$ cat config.mk
export PLATFORM = sky130hd
export DESIGN_NAME = dbus_sizer
export DESIGN_NICKNAME = d
export VERILOG_FILES = /design/src/rtl/dbus_sizer_pkg.sv /design/src/rtl/dbus_beat_plan.sv /design/src/rtl/dbus_lane_parity.sv /design/src/rtl/dbus_sizer.sv
export SDC_FILE = /design/constraint.sdc
export NUM_CORES = 1
export LEC_CHECK = 0
export ABC_AREA = 1
export BUFFER_PORTS_ARGS = -buffer_cell sky130_fd_sc_hd__buf_2
export CAP_MARGIN = 20
export CORE_MARGIN = 2
export CORE_UTILIZATION = 43
export CTS_CLUSTER_SIZE = 16
export DETAILED_ROUTE_END_ITERATION = 12
export PLACE_DENSITY = 0.65
export SLEW_MARGIN = 20
export SYNTH_ARGS = -nofsm -noshare
export SYNTH_HDL_FRONTEND = slang
export SYNTH_HIERARCHICAL = 1
export SYNTH_SLANG_ARGS = --single-unit
$ cat constraint.sdc
create_clock -name clk -period 6.8 [get_ports clk]
set_clock_uncertainty 0.1 [all_clocks]
set_input_delay 0.34 -clock clk [delete_from_list [all_inputs] [get_ports clk]]
set_output_delay 0.34 -clock clk [all_outputs]
set_load 0.03 [all_outputs]
$ cat src/rtl/dbus_sizer_pkg.sv
package dbus_sizer_pkg;

    localparam int DATA_W   = 32;
    localparam int NLANES   = DATA_W / 8;
    localparam int LANE_IDX = $clog2(NLANES);

    // Byte count for a size / port-width code: 0 -> 1, 1 -> 2, else 4.
    function automatic logic [2:0] bytes_of(input logic [1:0] code);
        case (code)
            2'd0:    return 3'd1;
            2'd1:    return 3'd2;
            default: return 3'd4;
        endcase
    endfunction

    typedef struct packed {
        logic                busy;
        logic                write;
        logic [1:0]          size;
        logic [1:0]          pw;
        logic                odd;
        logic [31:0]         addr;
        logic [DATA_W-1:0]   wdata;
        logic [1:0]          beat;
        logic [DATA_W-1:0]   rbuf;
        logic                done;
        logic [DATA_W-1:0]   rd;
        logic                err;
        logic [NLANES-1:0]   elanes;
    } sizer_state_t;

endpackage

$ cat src/rtl/dbus_beat_plan.sv
module dbus_beat_plan
    import dbus_sizer_pkg::*;
(
    input  logic [1:0]               size_code,
    input  logic [1:0]               port_code,
    input  logic [1:0]               base_off,
    input  logic [1:0]               beat_idx,
    output logic [NLANES-1:0]        lane_mask,
    output logic [NLANES*2-1:0]      lane_src,
    output logic [1:0]               beat_off,
    output logic                     last_beat
);

    logic [2:0] nbytes;
    logic [2:0] pbytes;
    logic [2:0] per_beat;
    logic [3:0] start_off;

    always_comb begin
        nbytes    = bytes_of(size_code);
        pbytes    = bytes_of(port_code);
        per_beat  = (nbytes < pbytes) ? nbytes : pbytes;
        start_off = {2'b00, base_off} + ({2'b00, beat_idx} * {1'b0, pbytes});
        last_beat = ((({2'b00, beat_idx} + 4'd1) * {1'b0, per_beat}) >= {1'b0, nbytes});
        beat_off  = start_off[1:0];
        lane_mask = '0;
        lane_src  = '0;
        for (int o = 0; o < NLANES; o++) begin
            if ((4'(o) >= start_off) && (4'(o) < start_off + {1'b0, per_beat})) begin
                lane_mask[(NLANES-1) - (o % int'(pbytes))] = 1'b1;
                lane_src[((NLANES-1) - (o % int'(pbytes)))*2 +: 2] = 2'((NLANES-1) - o);
            end
        end
    end

endmodule

$ cat src/rtl/dbus_lane_parity.sv
module dbus_lane_parity
    import dbus_sizer_pkg::*;
(
    input  logic [DATA_W-1:0]  wr_bytes,
    input  logic [DATA_W-1:0]  rd_bytes,
    input  logic [NLANES-1:0]  rd_par,
    input  logic [NLANES-1:0]  active,
    input  logic               odd_sel,
    input  logic               chk_en,
    output logic [NLANES-1:0]  wr_par,
    output logic [NLANES-1:0]  mismatch
);

    for (genvar k = 0; k < NLANES; k++) begin : g_lane
        assign wr_par[k]   = active[k] & ((^wr_bytes[k*8 +: 8]) ^ odd_sel);
        assign mismatch[k] = chk_en & active[k]
                             & (((^rd_bytes[k*8 +: 8]) ^ rd_par[k]) != odd_sel);
    end

endmodule

$ cat src/rtl/dbus_sizer.sv
module dbus_sizer
    import dbus_sizer_pkg::*;
#(
    parameter int AW = 32
) (
    input  logic               clk,
    input  logic               rst_n,
    input  logic               req_valid,
    input  logic               req_write,
    input  logic [1:0]         req_size,
    input  logic [AW-1:0]      req_addr,
    input  logic [31:0]        req_wdata,
    input  logic [1:0]         port_width,
    input  logic               par_odd,
    output logic               bus_valid,
    output logic               bus_write,
    output logic [AW-1:0]      bus_addr,
    output logic [3:0]         bus_lanes,
    output logic [31:0]        bus_wdata,
    output logic [3:0]         bus_wpar,
    input  logic               bus_ack,
    input  logic [31:0]        bus_rdata,
    input  logic [3:0]         bus_rpar,
    output logic               done,
    output logic [31:0]        rd_data,
    output logic               par_err,
    output logic [3:0]         par_err_lanes
);

    sizer_state_t st_d, st_q;

    logic [NLANES-1:0]   beat_lanes;
    logic [NLANES*2-1:0] beat_src;
    logic [1:0]          beat_off;
    logic                beat_last;
    logic [NLANES-1:0]   lane_bad;
    logic [DATA_W-1:0]   steered;
    logic [AW-1:0]       aligned_addr;

    dbus_beat_plan u_plan (
        .size_code (st_q.size),
        .port_code (st_q.pw),
        .base_off  (st_q.addr[1:0]),
        .beat_idx  (st_q.beat),
        .lane_mask (beat_lanes),
        .lane_src  (beat_src),
        .beat_off  (beat_off),
        .last_beat (beat_last)
    );

    // Write steering: each active bus lane takes the request byte it maps to.
    always_comb begin
        steered = '0;
        for (int k = 0; k < NLANES; k++) begin
            if (beat_lanes[k] && st_q.busy)
                steered[k*8 +: 8] = st_q.wdata[int'(beat_src[k*2 +: 2])*8 +: 8];
        end
    end

    dbus_lane_parity u_par (
        .wr_bytes (steered),
        .rd_bytes (bus_rdata),
        .rd_par   (bus_rpar),
        .active   (st_q.busy ? beat_lanes : '0),
        .odd_sel  (st_q.odd),
        .chk_en   (st_q.busy & ~st_q.write & bus_ack),
        .wr_par   (bus_wpar),
        .mismatch (lane_bad)
    );

    always_comb begin
        case (req_size)
            2'd0:    aligned_addr = req_addr;
            2'd1:    aligned_addr = {req_addr[AW-1:1], 1'b0};
            default: aligned_addr = {req_addr[AW-1:2], 2'b00};
        endcase
    end

    always_comb begin
        st_d      = st_q;
        st_d.done = 1'b0;
        if (!st_q.busy) begin
            if (req_valid) begin
                st_d.busy   = 1'b1;
                st_d.write  = req_write;
                st_d.size   = req_size;
                st_d.pw     = port_width;
                st_d.odd    = par_odd;
                st_d.addr   = 32'(aligned_addr);
                st_d.wdata  = req_wdata;
                st_d.beat   = 2'd0;
                st_d.rbuf   = '0;
                st_d.err    = 1'b0;
                st_d.elanes = '0;
            end
        end else if (bus_ack) begin
            for (int k = 0; k < NLANES; k++) begin
                if (beat_lanes[k] && !st_q.write)
                    st_d.rbuf[int'(beat_src[k*2 +: 2])*8 +: 8] = bus_rdata[k*8 +: 8];
            end
            if (|lane_bad) begin
                st_d.err    = 1'b1;
                st_d.elanes = st_q.elanes | lane_bad;
            end
            if (beat_last) begin
                st_d.busy = 1'b0;
                st_d.done = 1'b1;
                st_d.rd   = st_q.write ? '0 : st_d.rbuf;
            end else begin
                st_d.beat = st_q.beat + 2'd1;
            end
        end
    end

    always_ff @(posedge clk) begin
        if (!rst_n) begin
            st_q <= '0;
        end else begin
            st_q <= st_d;
        end
    end

    assign bus_valid     = st_q.busy;
    assign bus_write     = st_q.write;
    assign bus_addr      = AW'({st_q.addr[31:2], beat_off});
    assign bus_lanes     = st_q.busy ? beat_lanes : '0;
    assign bus_wdata     = st_q.write ? steered : '0;
    assign done          = st_q.done;
    assign rd_data       = st_q.rd;
    assign par_err       = st_q.err;
    assign par_err_lanes = st_q.elanes;

    // Assertions
    assert_done_pulse_R11: assert property (@(posedge clk) disable iff (!rst_n)
        done |=> !done);

    assert_done_idle_R11: assert property (@(posedge clk) disable iff (!rst_n)
        done |-> !bus_valid);

    assert_beat_hold_R8: assert property (@(posedge clk) disable iff (!rst_n)
        (bus_valid && !bus_ack) |=> (bus_valid && $stable(bus_addr) && $stable(bus_lanes)
                                      && $stable(bus_wdata)));

    assert_err_sticky_R10: assert property (@(posedge clk) disable iff (!rst_n)
        (par_err && !(req_valid && !bus_valid)) |=> par_err);

    assert_lane_count_R5: assert property (@(posedge clk) disable iff (!rst_n)
        bus_valid |-> (bus_lanes != 4'b0) &&
                      ($countones(bus_lanes) <= int'(bytes_of(st_q.pw))));

    assert_idle_lanes_R1: assert property (@(posedge clk) disable iff (!rst_n)
        !bus_valid |-> (bus_lanes == 4'b0));

endmodule

* Yosys cells after proc, flatten, opt, wreduce, memory -nomap -nowiden *
Cells that the tools add are included.

storage, ports and cells
  register bits = 143
  output and inout port bits = 112
  word-level logic and storage cells = 203
  bits of input ports = 110

operators by class
  mux-type cells = 55
  divide/modulo/power cells = 4
  bitwise logic cells = 29
  order comparisons = 18
  shift-type cells = 20
  eq/ne operators = 10
  reduce and logical (&&, ||, !) cells = 36
  $mul = 2
  $add $sub $neg = 16

operators with widths
  operator                                                                               number
  32-bit 2-to-1 mux                                                                      12
  32-bit negation with 33-bit output                                                     4
  5-bit negation with 33-bit output                                                      4
  2-bit by 33-bit variable shift with 8-bit output (first input constant)                4
  8-bit by 33-bit variable shift with 32-bit output (first input constant)               4
  2-bit by 33-bit variable part select with 8-bit output (first input constant)          4
  8-bit by 33-bit variable part select with 32-bit output                                4
  32-bit bitwise mux                                                                     4
  32-bit by 1-bit greater-or-equal comparator with 1-bit output (second input constant)  4
  32-bit by 4-bit < comparator with 1-bit output (second input constant)                 4
  32-bit by 6-bit variable part select with 8-bit output                                 4
  3-bit by 32-bit subtractor with 32-bit output (first input constant)                   4
  105-bit 2-to-1 mux                                                                     1
  72-bit 2-to-1 mux                                                                      1
  3-bit by 4-bit modulo with 32-bit output (first input constant)                        2
  8-bit 2-to-1 mux                                                                       8
  8-bit XOR reduction                                                                    8
  34-bit 2-to-1 mux                                                                      1
  33-bit 2-to-1 mux                                                                      1
  1-bit by 4-bit modulo with 32-bit output (first input constant)                        1
  2-bit by 4-bit modulo with 32-bit output (first input constant)                        1
  8-bit bitwise mux                                                                      3
  4-bit 2-to-1 mux                                                                       5
  1-bit logical AND                                                                      16
  other kinds (34)                                                                       86

* Logic depth before layout (Yosys ltp) *
Gate-level depths: netlist of the first run.

  depth after elaboration = 34
  mapped depth = 38
  gate-level depth less buffers = 36

* Hierarchy *
The synthesis of the first run kept the hierarchy.

modules (own cells, without submodules)
  module            seq. area each (µm²)  area an instance (µm²)  cells an instance  instances
  dbus_sizer        2862.7                9402.8                  1485               1
  dbus_beat_plan    0.0                   1343.8                  215                1
  dbus_lane_parity  0.0                   1103.6                  234                1

* Worst setup path after synthesis of the first run *
Ideal clock, no wire load.

  path type = register to output
  from = reg st_q[137] in the netlist's numbering
  to = out bus_wpar[0]
  data required time = 6360 ps
  arrival = 5068 ps
  path slack = 1292 ps
  stages on the path, launching flop included = 31
  buffers on the path = 1
  cells stage by stage = dfxtp_1 inv_1 nor2_1 inv_1 ha_1 ha_1 inv_1 a21oi_1 nand2_1 a21oi_1 ha_1 inv_1 fa_1 xor2_1 nand2_2 nand2_4 inv_2 a21oi_4 nand4_2 nor3_1 clkbuf_1 o211ai_1 a21oi_1 nor2_1 nor2_1 nand2_1 nand2_1 nand2_1 nand3_1 nand2_1 nor2_1

between the ends
  elaborated cells between the ends (all ways) = 82
  those cells by class = add/sub: 10; mul: 1; div: 4; order compare: 17; eq/ne: 1; shift: 9; mux: 23; bitwise: 6; reduce/logical: 11

RTL lines
  item                                                                                                 line                                        RTL
  start, declared                                                                                      dbus_sizer.sv:30                            sizer_state_t st_d, st_q;
  start signal, assigned                                                                               dbus_sizer.sv:119                           st_q <= st_d;
  2-bit by 1-bit == test with 1-bit output / 2-bit zero test (equally long branches)                   dbus_sizer_pkg.sv:9                         case (code)
  3-bit case mux with 2 select lines (*)                                                               dbus_sizer_pkg.sv:9
  1-bit by 4-bit modulo with 32-bit output (tied with other cells)                                     dbus_beat_plan.sv:31                        lane_src[((NLANES-1) - (o % int'(pbytes)))*2 +: 2] = 2'((NLANES-1) - o);
  3-bit by 32-bit subtractor with 32-bit output (tied with other cells)                                dbus_beat_plan.sv:30                        lane_mask[(NLANES-1) - (o % int'(pbytes))] = 1'b1;
  32-bit negation with 33-bit output / 4-bit by 3-bit adder with 4-bit output (equally long branches)  dbus_beat_plan.sv:31, dbus_beat_plan.sv:29
  2-bit by 33-bit variable part select with 8-bit output (tied with other cells)                       dbus_beat_plan.sv:31
  8-bit AND (no source line) / 1-bit logical AND (equally long branches)                               -
  8-bit 2-to-1 mux                                                                                     dbus_beat_plan.sv:29                        if ((4'(o) >= start_off) && (4'(o) < start_off + {1'b0, per_beat})) begin
  [... 5 more ...]                                                                                     -
  8-bit 2-to-1 mux (*)                                                                                 dbus_beat_plan.sv:29
  via beat_src[0]                                                                                      dbus_sizer.sv:33                            logic [NLANES*2-1:0] beat_src;
  32-bit by 6-bit variable part select with 8-bit output (*)                                           dbus_sizer.sv:56                            steered[k*8 +: 8] = st_q.wdata[int'(beat_src[k*2 +: 2])*8 +: 8];
  8-bit 2-to-1 mux (*)                                                                                 dbus_sizer.sv:55                            if (beat_lanes[k] && st_q.busy)
  via steered[3]                                                                                       dbus_sizer.sv:37                            logic [DATA_W-1:0] steered;
  8-bit XOR reduction (*)                                                                              dbus_lane_parity.sv:15                      assign wr_par[k] = active[k] & ((^wr_bytes[k*8 +: 8]) ^ odd_sel);
  1-bit XOR (*)                                                                                        dbus_lane_parity.sv:15
  1-bit AND (*)                                                                                        dbus_lane_parity.sv:15
  end, declared                                                                                        dbus_sizer.sv:20                            output logic [3:0] bus_wpar,

The timed path passes the listed nets; every way through them passes the cells marked *.

* Worst setup path in the final report of the first run *
  from = reg st_q[138] in the netlist's numbering
  to = out bus_wpar[3]

Same word-level chain as after synthesis.

==> results.sh, run 1 <==
export IMPL_outcome="completed"
export IMPL_fmax_ghz=0.157
export IMPL_drt_iter0_markers=1054
export IMPL_fin_setup_tns_ps=0
export IMPL_ant_nets=0
export IMPL_cts_tree="done"
export IMPL_syn_nets=2095
export IMPL_hold_viol_final=0
export IMPL_grt_pass1_wl_um=63400
export IMPL_seqPwrFrac_pct=23.0
export IMPL_synth_xor_xnor_area_share_pct=2.14
export IMPL_r2r_slack_ps=740
export IMPL_nets=2207
export IMPL_hold_depth=3
export IMPL_p_sw_share_pct=49.7
export IMPL_grt_pass1_vias=11480
export IMPL_path_clk_slew_ps=80
export IMPL_synth_cells=1934
export IMPL_ys_warn_count=6
export IMPL_die_h_um=170
export IMPL_route_met3_wl_um=2570
export IMPL_design_die_area_sq_um=28900
export IMPL_fp_dieW_um=170
export IMPL_initial_core_util_pct=43.8
export IMPL_drc=0
export IMPL_diodes=0
export IMPL_report_final_slew_viol_count=0
export IMPL_layout_drive_gt1_share_pct=17.5
export IMPL_synthArstFlopShare_pct=0
export IMPL_timing_rr_start="st_q[138]"
export IMPL_h_tree_depth=4
export IMPL_max_stage_delay_ps=370
export IMPL_rsz0062_at_grt="false"
export IMPL_cts_sinks=143
export IMPL_avgRoutedWirePerCell_um=17.1
export IMPL_first_pass_iters=6
export IMPL_antenna_found_initial=0
export IMPL_min_to="bus_addr[24]"
export IMPL_grt_use_total_pct=28.0
export IMPL_min_from="req_addr[24]"
export IMPL_vias_per_cell=5.27
export IMPL_p_int_mw=2.10
export IMPL_synth_top_family_by_area="simple AND/OR/NAND/NOR gates"
export IMPL_gp_congestion=1.04
export IMPL_pwr_share_comb_pct=52.6
export IMPL_dp_hpwl_um=31200
export IMPL_ys_top_cells_by_area="dfxtp_1 24%, nand2_1 17%, a21oi_1 8.3%, nor2_1 6.3%, inv_1 6.1%"
export IMPL_routed_wl_um=41100
export IMPL_netlist_area_sq_um=11900
export IMPL_dr_total_vias=12659
export IMPL_yosysTopAreaCellShare_pct=24.2
export IMPL_power_frac_clock_pct=24.4
export IMPL_crit_path_start_kind="register"
export IMPL_ys_ff_latch=143
export IMPL_worst_path_max_fanout=19
export IMPL_slew_limit_headroom_pct=38.7
export IMPL_nFillCells=2907
export IMPL_io_buffers=221
export IMPL_ioPinCount=222
export IMPL_worst_slack_ps=448
export IMPL_ys_flop_type="dfxtp_1"
export IMPL_synthMuxAreaShare_pct=0
export IMPL_worstMarginPinSlew_ps=919
export IMPL_synth_area_leader_cell="dfxtp_1"
export IMPL_wl_met2_um=19500
export IMPL_rr_worst_depth=25
export IMPL_p_per_area_nw_per_um2=313
export IMPL_synthSimpleGateAreaFrac_pct=36.3
export IMPL_clk_latency_ps=430
export IMPL_root_buffer="clkbuf_16"
export IMPL_period_needed_ps=6350
export IMPL_arrival_ps=5910
export IMPL_leakage_nw=6.40
export IMPL_synth_edf_count=0
export IMPL_core_sq_um=27000
export IMPL_critPathKind="reg -> out"
export IMPL_cp_slowest_cell="dfxtp_1"
export IMPL_routed_top_layer="met4"
export IMPL_p_switching_mw=2.07
export IMPL_synth_compound_area_share_pct=17.3
export IMPL_report_final_setup_viol=0
export IMPL_hold_class="in -> reg"
export IMPL_met1_length_um=18000
export IMPL_avgSynthCellArea_sq_um=6.13
export IMPL_finalCritPeriodShare_pct=93.4
export IMPL_cap_violations=0
export IMPL_yosysSeqAreaShare_pct=24.2
export IMPL_layout_commonest_cell="nand2_1"
export IMPL_grt_max_degree=85
export IMPL_overflow=0
export IMPL_area_delta_synth_final_pct=12.6
export IMPL_hold_slack_ps=17.5
export IMPL_ir_worst_vdd_mv=0.167
export IMPL_post_route_util_pct=49.4
export IMPL_regArea_sq_um=2860
export IMPL_multiInputGateArea_sq_um=7360
export IMPL_fin_area_sq_um=13300
export IMPL_required_ps=6360
export IMPL_row_count=60
export IMPL_clockBufferDepth=2
export IMPL_r2r_end="st_q[61]"
export IMPL_cpMostUsedCell="nand2_1"
export IMPL_end_kind="primary output"
export IMPL_dp_slack_ps=746
export IMPL_synthAdderAreaFrac_pct=5.64
export IMPL_ys_types=47
export IMPL_cts_made_buffers=17
export IMPL_layout_common_cells="525 x nand2_1, 221 x buf_2, 196 x nor2_1"
export IMPL_placed_area_sq_um=12700
cell families (layout without fill, tap and decap cells):
logic type	Yosys count	in the layout
AND/OR/NAND/NOR	970	970
AO/OA/AOI/OAI	382	383
XOR/XNOR	29	29
flip-flops	143	143
buffers and inverters	359	483
adder cells (fa/ha/maj)	51	51
per-layer routing:
layer / global-route usage (%) / vias to the layer above
met2: 48.8 / 498
li1: - / 6372
met4: 8.21 / 0
met3: 3.63 / 64
met5: 0 / -
met1: 36.2 / 5725
power by group through the flow:
stage / combinational (mW) / clock (mW) / sequential (mW)
3_3_place_gp: 2.09 / 0 / 0.975
5_1_grt: 2.44 / 1.06 / 0.965
4_1_cts: 2.13 / 1.03 / 0.958
6_report: 2.19 / 1.02 / 0.960
2_1_floorplan: 1.65 / 0 / 0.954
3_5_place_dp: 2.11 / 0 / 0.976
critical path: cells and delay by family, from the launching register on:
family | cells | cell delay (ps)
fa+ha+maj | 4 | 1210
simple gates | 12 | 1340
compound gates | 6 | 1020
flops | 1 | 370
xor+xnor | 2 | 530
buf+inv | 6 | 970
stage by stage:
stage / instances / total power, mW
after floorplan: 1934 / 2.60
after global placement: 2362 / 3.07
after detailed placement: 2362 / 3.09
after CTS: 2395 / 4.11
after global routing: 2400 / 4.47
final: 2400 / 4.17
cell type report:
cell class / count / area share, %
multi-input cells: 1433 / 55.2
inverters: 206 / 5.95
clock inverters: 15 / 1.38
clock buffers: 17 / 3.19
flip-flops and latches: 143 / 21.5
well taps: 341 / 3.20
repair buffers: 245 / 9.66
sequential cells by signal, summed over array words and instances, names as in the netlist:
name	cells
bus_valid	1
par_err_lanes	4
rd_data	32
bus_addr	30
bus_write	1
par_err	1
st_q	73
done	1
Yosys cell counts, types with 3 or more instances:
library cell    n
nand2_1       526
nor2_1        198
a21oi_1       196
inv_1         191
dfxtp_1       143
nand3_1       125
o21ai_0       105
buf_4          74
ha_1           47
clkbuf_1       42
o211ai_1       35
and2_1         33
o21ai_1        32
buf_2          29
xnor2_1        18
nand4_1        16
nand2_2        14
inv_2          13
nand3b_1       11
nor2_2         11
xor2_1         11
nor2_4          9
nor3_1          5
buf_1           4
fa_1            4
o31ai_1         4
buf_6           3
nand2_4         3
nand3_2         3
nor2_8          3
o21ai_2         3
worst max path at each step:
stage / start / endpoint / cells after the start
2_1_floorplan: st_q[137] / bus_wpar[0] / 30
3_3_place_gp: st_q[138] / st_q[51] / 25
3_5_place_dp: st_q[138] / st_q[54] / 24
4_1_cts: st_q[138] / bus_wpar[3] / 27
5_1_grt: st_q[138] / bus_wpar[1] / 32
6_report: st_q[138] / bus_wpar[3] / 30
timing repair:
action,CTS,global route
hold buffers,1,0
setup buffers,0,4
endpoints found under the hold margin,1,0
endpoints found under the setup margin,0,12
gates resized for setup,0,6
Note: power is estimated with default switching activity, not from simulation.
==> run 2, diff against run 1 <==
Settings changed: ABC_AREA 1 to unset, PLACE_DENSITY 0.65 to 0.66.
==> run 2 against run 1 <==
Compared with the run above: sequential power fell by 4.3%; hold slack better by 12 ps; sequential share of layout area rose by 1.4 points; cell count down 28%; global-route usage decreased by 1.9 points; routed wire length is 15% lower; via count is 21% lower; flip-flop and latch count unchanged; synthesized cell count decreased by 35%; core utilization up 2.2 points; largest power group unchanged.
==> results.sh, run 2 <==
export IMPL_outcome="completed"
export IMPL_synth_area_leader_cell="dfxtp_1"
export IMPL_hold_class="in -> reg"
export IMPL_synthAdderAreaFrac_pct=6.22
export IMPL_layout_common_cells="241 x nand2_1, 217 x buf_2, 140 x dfxtp_1"
export IMPL_netlist_area_sq_um=10700
export IMPL_ant_nets=0
export IMPL_die_h_um=162
export IMPL_ioPinCount=222
export IMPL_synth_most_common_cell="nand2_1"
export IMPL_hold_viol_final=0
export IMPL_syn_nets=1421
export IMPL_multiInputGateArea_sq_um=6990
export IMPL_vias_per_cell=5.76
export IMPL_nets=1555
export IMPL_report_final_slew_viol_count=0
export IMPL_gp_congestion=0.946
export IMPL_row_count=57
export IMPL_h_tree_depth=4
export IMPL_ys_warn_count=6
export IMPL_fin_setup_tns_ps=0
export IMPL_antenna_found_initial=1
export IMPL_p_per_area_nw_per_um2=226
export IMPL_layout_commonest_cell="nand2_1"
export IMPL_synth_edf_count=0
export IMPL_ys_ff_latch=143
export IMPL_synth_commonest_cells="242 x nand2_1, 143 x dfxtp_1, 109 x a21oi_1"
export IMPL_grt_pass1_wl_um=53500
export IMPL_yosysTopAreaCellShare_pct=26.7
export IMPL_critPathKind="reg -> out"
export IMPL_path_clk_slew_ps=70
export IMPL_overflow=0
export IMPL_cts_made_buffers=17
export IMPL_worstMarginPinSlew_ps=831
export IMPL_ys_types=77
export IMPL_root_buffer="clkbuf_16"
export IMPL_crit_path_start_kind="register"
export IMPL_diodes=0
export IMPL_finalCritPeriodShare_pct=99.6
export IMPL_synth_xor_xnor_area_share_pct=6.74
export IMPL_avgRoutedWirePerCell_um=20.1
export IMPL_design_die_area_sq_um=26300
export IMPL_synth_top_family_by_area="simple AND/OR/NAND/NOR gates"
export IMPL_regArea_sq_um=2870
export IMPL_worst_path_max_fanout=7
export IMPL_drc=0
export IMPL_clk_latency_ps=440
export IMPL_nFillCells=2366
export IMPL_fmax_ghz=0.148
export IMPL_slew_limit_headroom_pct=44.6
export IMPL_ys_top_cells_by_area="dfxtp_1 27%, nand2_1 8.5%, mux4_2 6.7%, o31ai_1 5.9%, ha_1 5.5%"
export IMPL_yosysSeqAreaShare_pct=26.7
export IMPL_grt_pass1_vias=9547
export IMPL_cts_tree="done"
export IMPL_dp_hpwl_um=25400
export IMPL_ys_flop_type="dfxtp_1"
export IMPL_synth_compound_area_share_pct=20.0
export IMPL_avgSynthCellArea_sq_um=8.52
export IMPL_layout_drive_gt1_share_pct=30.6
export IMPL_initial_core_util_pct=44.0
export IMPL_fp_dieW_um=162
export IMPL_largest_reg_flops=73
export IMPL_routed_wl_um=34700
export IMPL_grt_max_degree=78
export IMPL_required_ps=6360
export IMPL_io_buffers=221
export IMPL_end_kind="primary output"
export IMPL_cap_violations=0
export IMPL_dr_total_vias=9971
export IMPL_first_pass_iters=5
export IMPL_area_delta_synth_final_pct=17.1
export IMPL_leakage_nw=5.34
export IMPL_synthMuxAreaShare_pct=8.17
export IMPL_ir_worst_vdd_mv=0.171
export IMPL_period_needed_ps=6770
export IMPL_finalPower_mw=2.85
export IMPL_largest_register="st_q"
export IMPL_report_final_setup_viol=0
export IMPL_clockBufferDepth=2
export IMPL_grt_use_total_pct=26.1
export IMPL_arrival_ps=6330
export IMPL_synthArstFlopShare_pct=0
export IMPL_cts_sinks=143
export IMPL_synthSimpleGateAreaFrac_pct=22.3
export IMPL_synth_cells=1260
export IMPL_core_sq_um=24400
export IMPL_drt_iter0_markers=989
run 2: what timing repair did:
item,CTS,global route
setup buffers,0,15
hold buffers,0,0
setup endpoints to repair,4,4
pin swaps,4,23
gates resized for setup,13,48
run 2: cells by family (layout without fill, tap and decap cells):
| family | count (synthesis) | after routing |
|---|---|---|
| muxes | 45 | 45 |
| and+or+nand+nor | 471 | 471 |
| DFF | 143 | 143 |
| adders and majority gates | 51 | 51 |
| buffers and inverters | 200 | 346 |
| xor gates and xnor gates | 64 | 64 |
| AOI/OAI and AO/OA | 286 | 286 |
run 2: worst paths after layout:
check | to | slack (ps) | start | depth (start not counted)
setup / recovery | bus_wpar[1] | 30 | st_q[137] | 24
hold / removal | st_q[78] | 30 | req_wdata[6] | 3
setup reg to reg | st_q[60] | 680 | st_q[137] | 24
hold reg to reg | rd_data[1] | 340 | rd_data[1] | 2
run 2: routing by layer:
layer	global-route usage, %	vias up	wire [um]
met2	40.6	553	15700
met4	11.1	0	1320
met5	0	-	0
li1	-	4689	-
met1	34.6	4641	14400
met3	6.77	88	3320
run 2: power breakdown:
part	total, mW	switching, mW	leakage, nW	internal [mW]
clock network	0.948	0.397	0.276	0.551
logic	0.980	0.585	3.89	0.395
registers	0.919	0.0419	1.16	0.877
total	2.85	1.02	5.34	1.82
run 2: per-stage QoR:
| stage | util [%] | cell area [sq um] | std cells | hold slack [ps] | worst slack (ps) |
|---|---|---|---|---|---|
| 2_1_floorplan | - | 10700 | 1260 | 321 | 175 |
| 3_3_place_gp | 47.8 | 11600 | 1684 | 335 | 243 |
| 3_5_place_dp | 47.8 | 11600 | 1684 | 335 | 96.8 |
| 4_1_cts | 50.3 | 12300 | 1715 | 20.1 | 28.2 |
| 5_1_grt | 51.5 | 12600 | 1730 | 36.0 | -96.6 |
| 6_report | 51.5 | 12600 | 1730 | 29.7 | 29.9 |
run 2: worst max-delay path: stages, from the launching register on:
cell,delay [ps]
dfxtp_4,380
nor2b_4,170
inv_2,70
ha_4,170
ha_1,290
a21oi_2,180
nor2_2,80
mux2_4,320
ha_2,180
inv_2,60
fa_1,440
nor4bb_1,160
a31o_2,230
a2111o_1,520
a211oi_4,290
buf_4,150
a31o_1,160
buf_6,150
mux4_2,530
and2_1,210
xnor2_2,150
xnor3_1,440
xnor2_1,230
and2_4,200
buf_6,130
run 2: layout make-up:
class / instances / share of cell area, %
flip-flops and latches: 143 / 22.8
well taps: 324 / 3.23
clock inverters: 12 / 1.09
inverters: 40 / 1.19
repair buffers: 275 / 12.5
multi-input cells: 917 / 55.6
clock buffers: 19 / 3.52
==> run 3, diff against run 2 <==
Clock period 6.8 ns to 8.5 ns, I/O delays scaled along.
==> run 3 against run 2 <==
Compared with the run above: cell count fell by 2.3%; flip-flop and latch count did not move; worst setup slack better by 630 ps; global-route usage is 0.62 points lower; critical path depth is 1 lower; sequential share of layout area rose by 0.92 points; die area unchanged; design area down 4.1%; first-iteration DRC count down 16%; critical path type unchanged.
==> results.sh, run 3 (synthesis gave the netlist of run 2 again) <==
export IMPL_dp_cells=1659
export IMPL_path_cells="nor2b_1 -> inv_1 -> ha_1 -> ha_1 -> a21oi_1 -> nor2_1 -> mux2_2 -> ha_1 -> inv_1 -> fa_1 -> nor4bb_1 -> a31o_2 -> a2111o_1 -> or2_1 -> and4b_1 -> buf_4 -> mux4_2 -> and2_1 -> xnor2_1 -> xnor3_1 -> xnor2_1 -> and2_1 -> buf_2"
export IMPL_required_ps=7980
export IMPL_overflow=0
export IMPL_slew_limit_headroom_pct=28.8
export IMPL_max_stage_delay_ps=640
export IMPL_h_tree_depth=4
export IMPL_nFillCells=2419
export IMPL_end_kind="primary output"
export IMPL_root_buffer="clkbuf_16"
export IMPL_layout_drive_gt1_share_pct=26.1
export IMPL_worst_path_max_fanout=15
export IMPL_clockBufferDepth=2
export IMPL_finalCritPeriodShare_pct=92.2
export IMPL_diodes=0
export IMPL_gp_congestion=0.957
export IMPL_layoutNonFillerInstCount=1691
export IMPL_core_sq_um=24400
export IMPL_p_per_area_nw_per_um2=185
export IMPL_first_pass_iters=6
export IMPL_antenna_found_initial=1
export IMPL_fin_setup_tns_ps=0
export IMPL_crit_start="st_q[137]"
export IMPL_path_clk_slew_ps=70
export IMPL_grt_pass1_vias=9400
export IMPL_nets=1515
export IMPL_fmax_ghz=0.128
export IMPL_post_cts_buffers=0
export IMPL_cts_sinks=143
export IMPL_crit_path_start_kind="register"
export IMPL_grt_max_degree=78
export IMPL_largest_register="st_q"
export IMPL_largest_reg_flops=73
export IMPL_r2r_slack_ps=1350
export IMPL_postCtsHoldBufs=0
export IMPL_layout_common_cells="242 x nand2_1, 221 x buf_2, 143 x dfxtp_1"
export IMPL_ant_nets=0
export IMPL_timing_rr_start="st_q[137]"
export IMPL_hold_slack_ps=125
export IMPL_die_h_um=162
export IMPL_initial_core_util_pct=44.0
export IMPL_cts_made_buffers=17
export IMPL_ioPinCount=222
export IMPL_grt_use_total_pct=25.5
export IMPL_avgRoutedWirePerCell_um=20.3
export IMPL_hold_class="in -> reg"
export IMPL_grt_pass1_wl_um=52100
export IMPL_rr_worst_depth=21
export IMPL_area_delta_synth_final_pct=12.3
export IMPL_outcome="completed"
export IMPL_cts_resized=0
export IMPL_fin_area_sq_um=12100
export IMPL_design_die_area_sq_um=26300
export IMPL_cts_tree="done"
export IMPL_drt_iter0_markers=831
export IMPL_clk_latency_ps=430
export IMPL_layout_commonest_cell="nand2_1"
export IMPL_period_needed_ps=7840
export IMPL_cp_endpoint="bus_wpar[0]"
export IMPL_hold_viol_final=0
export IMPL_r2r_end="st_q[68]"
export IMPL_worst_slack_ps=661
export IMPL_critPathKind="reg -> out"
export IMPL_rsz0062_at_grt="false"
export IMPL_row_count=57
export IMPL_routed_wl_um=34300
export IMPL_cp_slowest_cell="and4b_1"
export IMPL_cpMostUsedCell="ha_1"
export IMPL_ir_worst_vdd_mv=0.118
export IMPL_placed_area_sq_um=11500
export IMPL_report_final_setup_viol=0
export IMPL_leakage_nw=5.07
export IMPL_worstMarginPinSlew_ps=1060
export IMPL_arrival_ps=7310
export IMPL_dp_hpwl_um=24900
export IMPL_dp_slack_ps=1210
export IMPL_dr_total_vias=9775
export IMPL_cap_violations=0
export IMPL_vias_per_cell=5.78
export IMPL_report_final_slew_viol_count=0
export IMPL_drc=0
export IMPL_io_buffers=221
export IMPL_fp_dieW_um=162
[run 3: cell types whose count changed in the layout (fill, tap and decap cells not counted), sizes merged]
cell / change
clkinv: +1
buf: -39
inv: -1
[run 3: through the flow]
stage,total power [mW],util [%]
floorplan,1.29,-
global placement,1.45,47.0
detailed placement,1.46,47.0
CTS,2.22,49.4
global route,2.32,49.4
finish,2.23,49.4
[run 3: worst max-delay path: cells and delay by family, from the launching register on]
kind	cells	cell delay, ps
simple gates	7	1880
mux	2	840
flops	1	450
xor+xnor	3	770
compound gates	3	940
buf+inv	4	740
fa+ha+maj	4	1260
[run 3: worst min-delay path by stage]
stage / cells after the start / end / slack (ps) / from
after floorplan: 2 / st_q[38] / 320 / st_q[38]
after global placement: 2 / rd_data[14] / 330 / rd_data[14]
after detailed placement: 2 / rd_data[17] / 330 / rd_data[17]
after CTS: 3 / bus_addr[17] / 110 / req_addr[17]
after global routing: 3 / bus_addr[20] / 120 / req_addr[20]
final: 3 / bus_addr[17] / 130 / req_addr[17]
[run 3: area by class of cell]
type / count / area [sq um] / share of cell area, %
multi-input combinational: 917 / 6840 / 56.8
sequential: 143 / 2860 / 23.7
timing repair buffer: 235 / 1210 / 10.0
clock buffer: 20 / 447 / 3.70
tap: 324 / 405 / 3.36
inverter: 40 / 150 / 1.25
clock inverter: 12 / 136 / 1.13
[run 3: power by group]
part / total [mW] / switching [mW] / internal, mW / leakage, nW
clock: 0.760 / 0.318 / 0.442 / 0.277
sequential: 0.734 / 0.0325 / 0.701 / 1.16
combinational: 0.734 / 0.464 / 0.269 / 3.63
[run 3: per-layer routing]
layer	part of all wire, %	up-vias	global-route usage, %
li1	-	4615	-
met1	42	4629	33.4
met2	45	459	40.8
met3	9.6	70	6.66
met4	2.9	2	9.01
met5	0.047	-	0
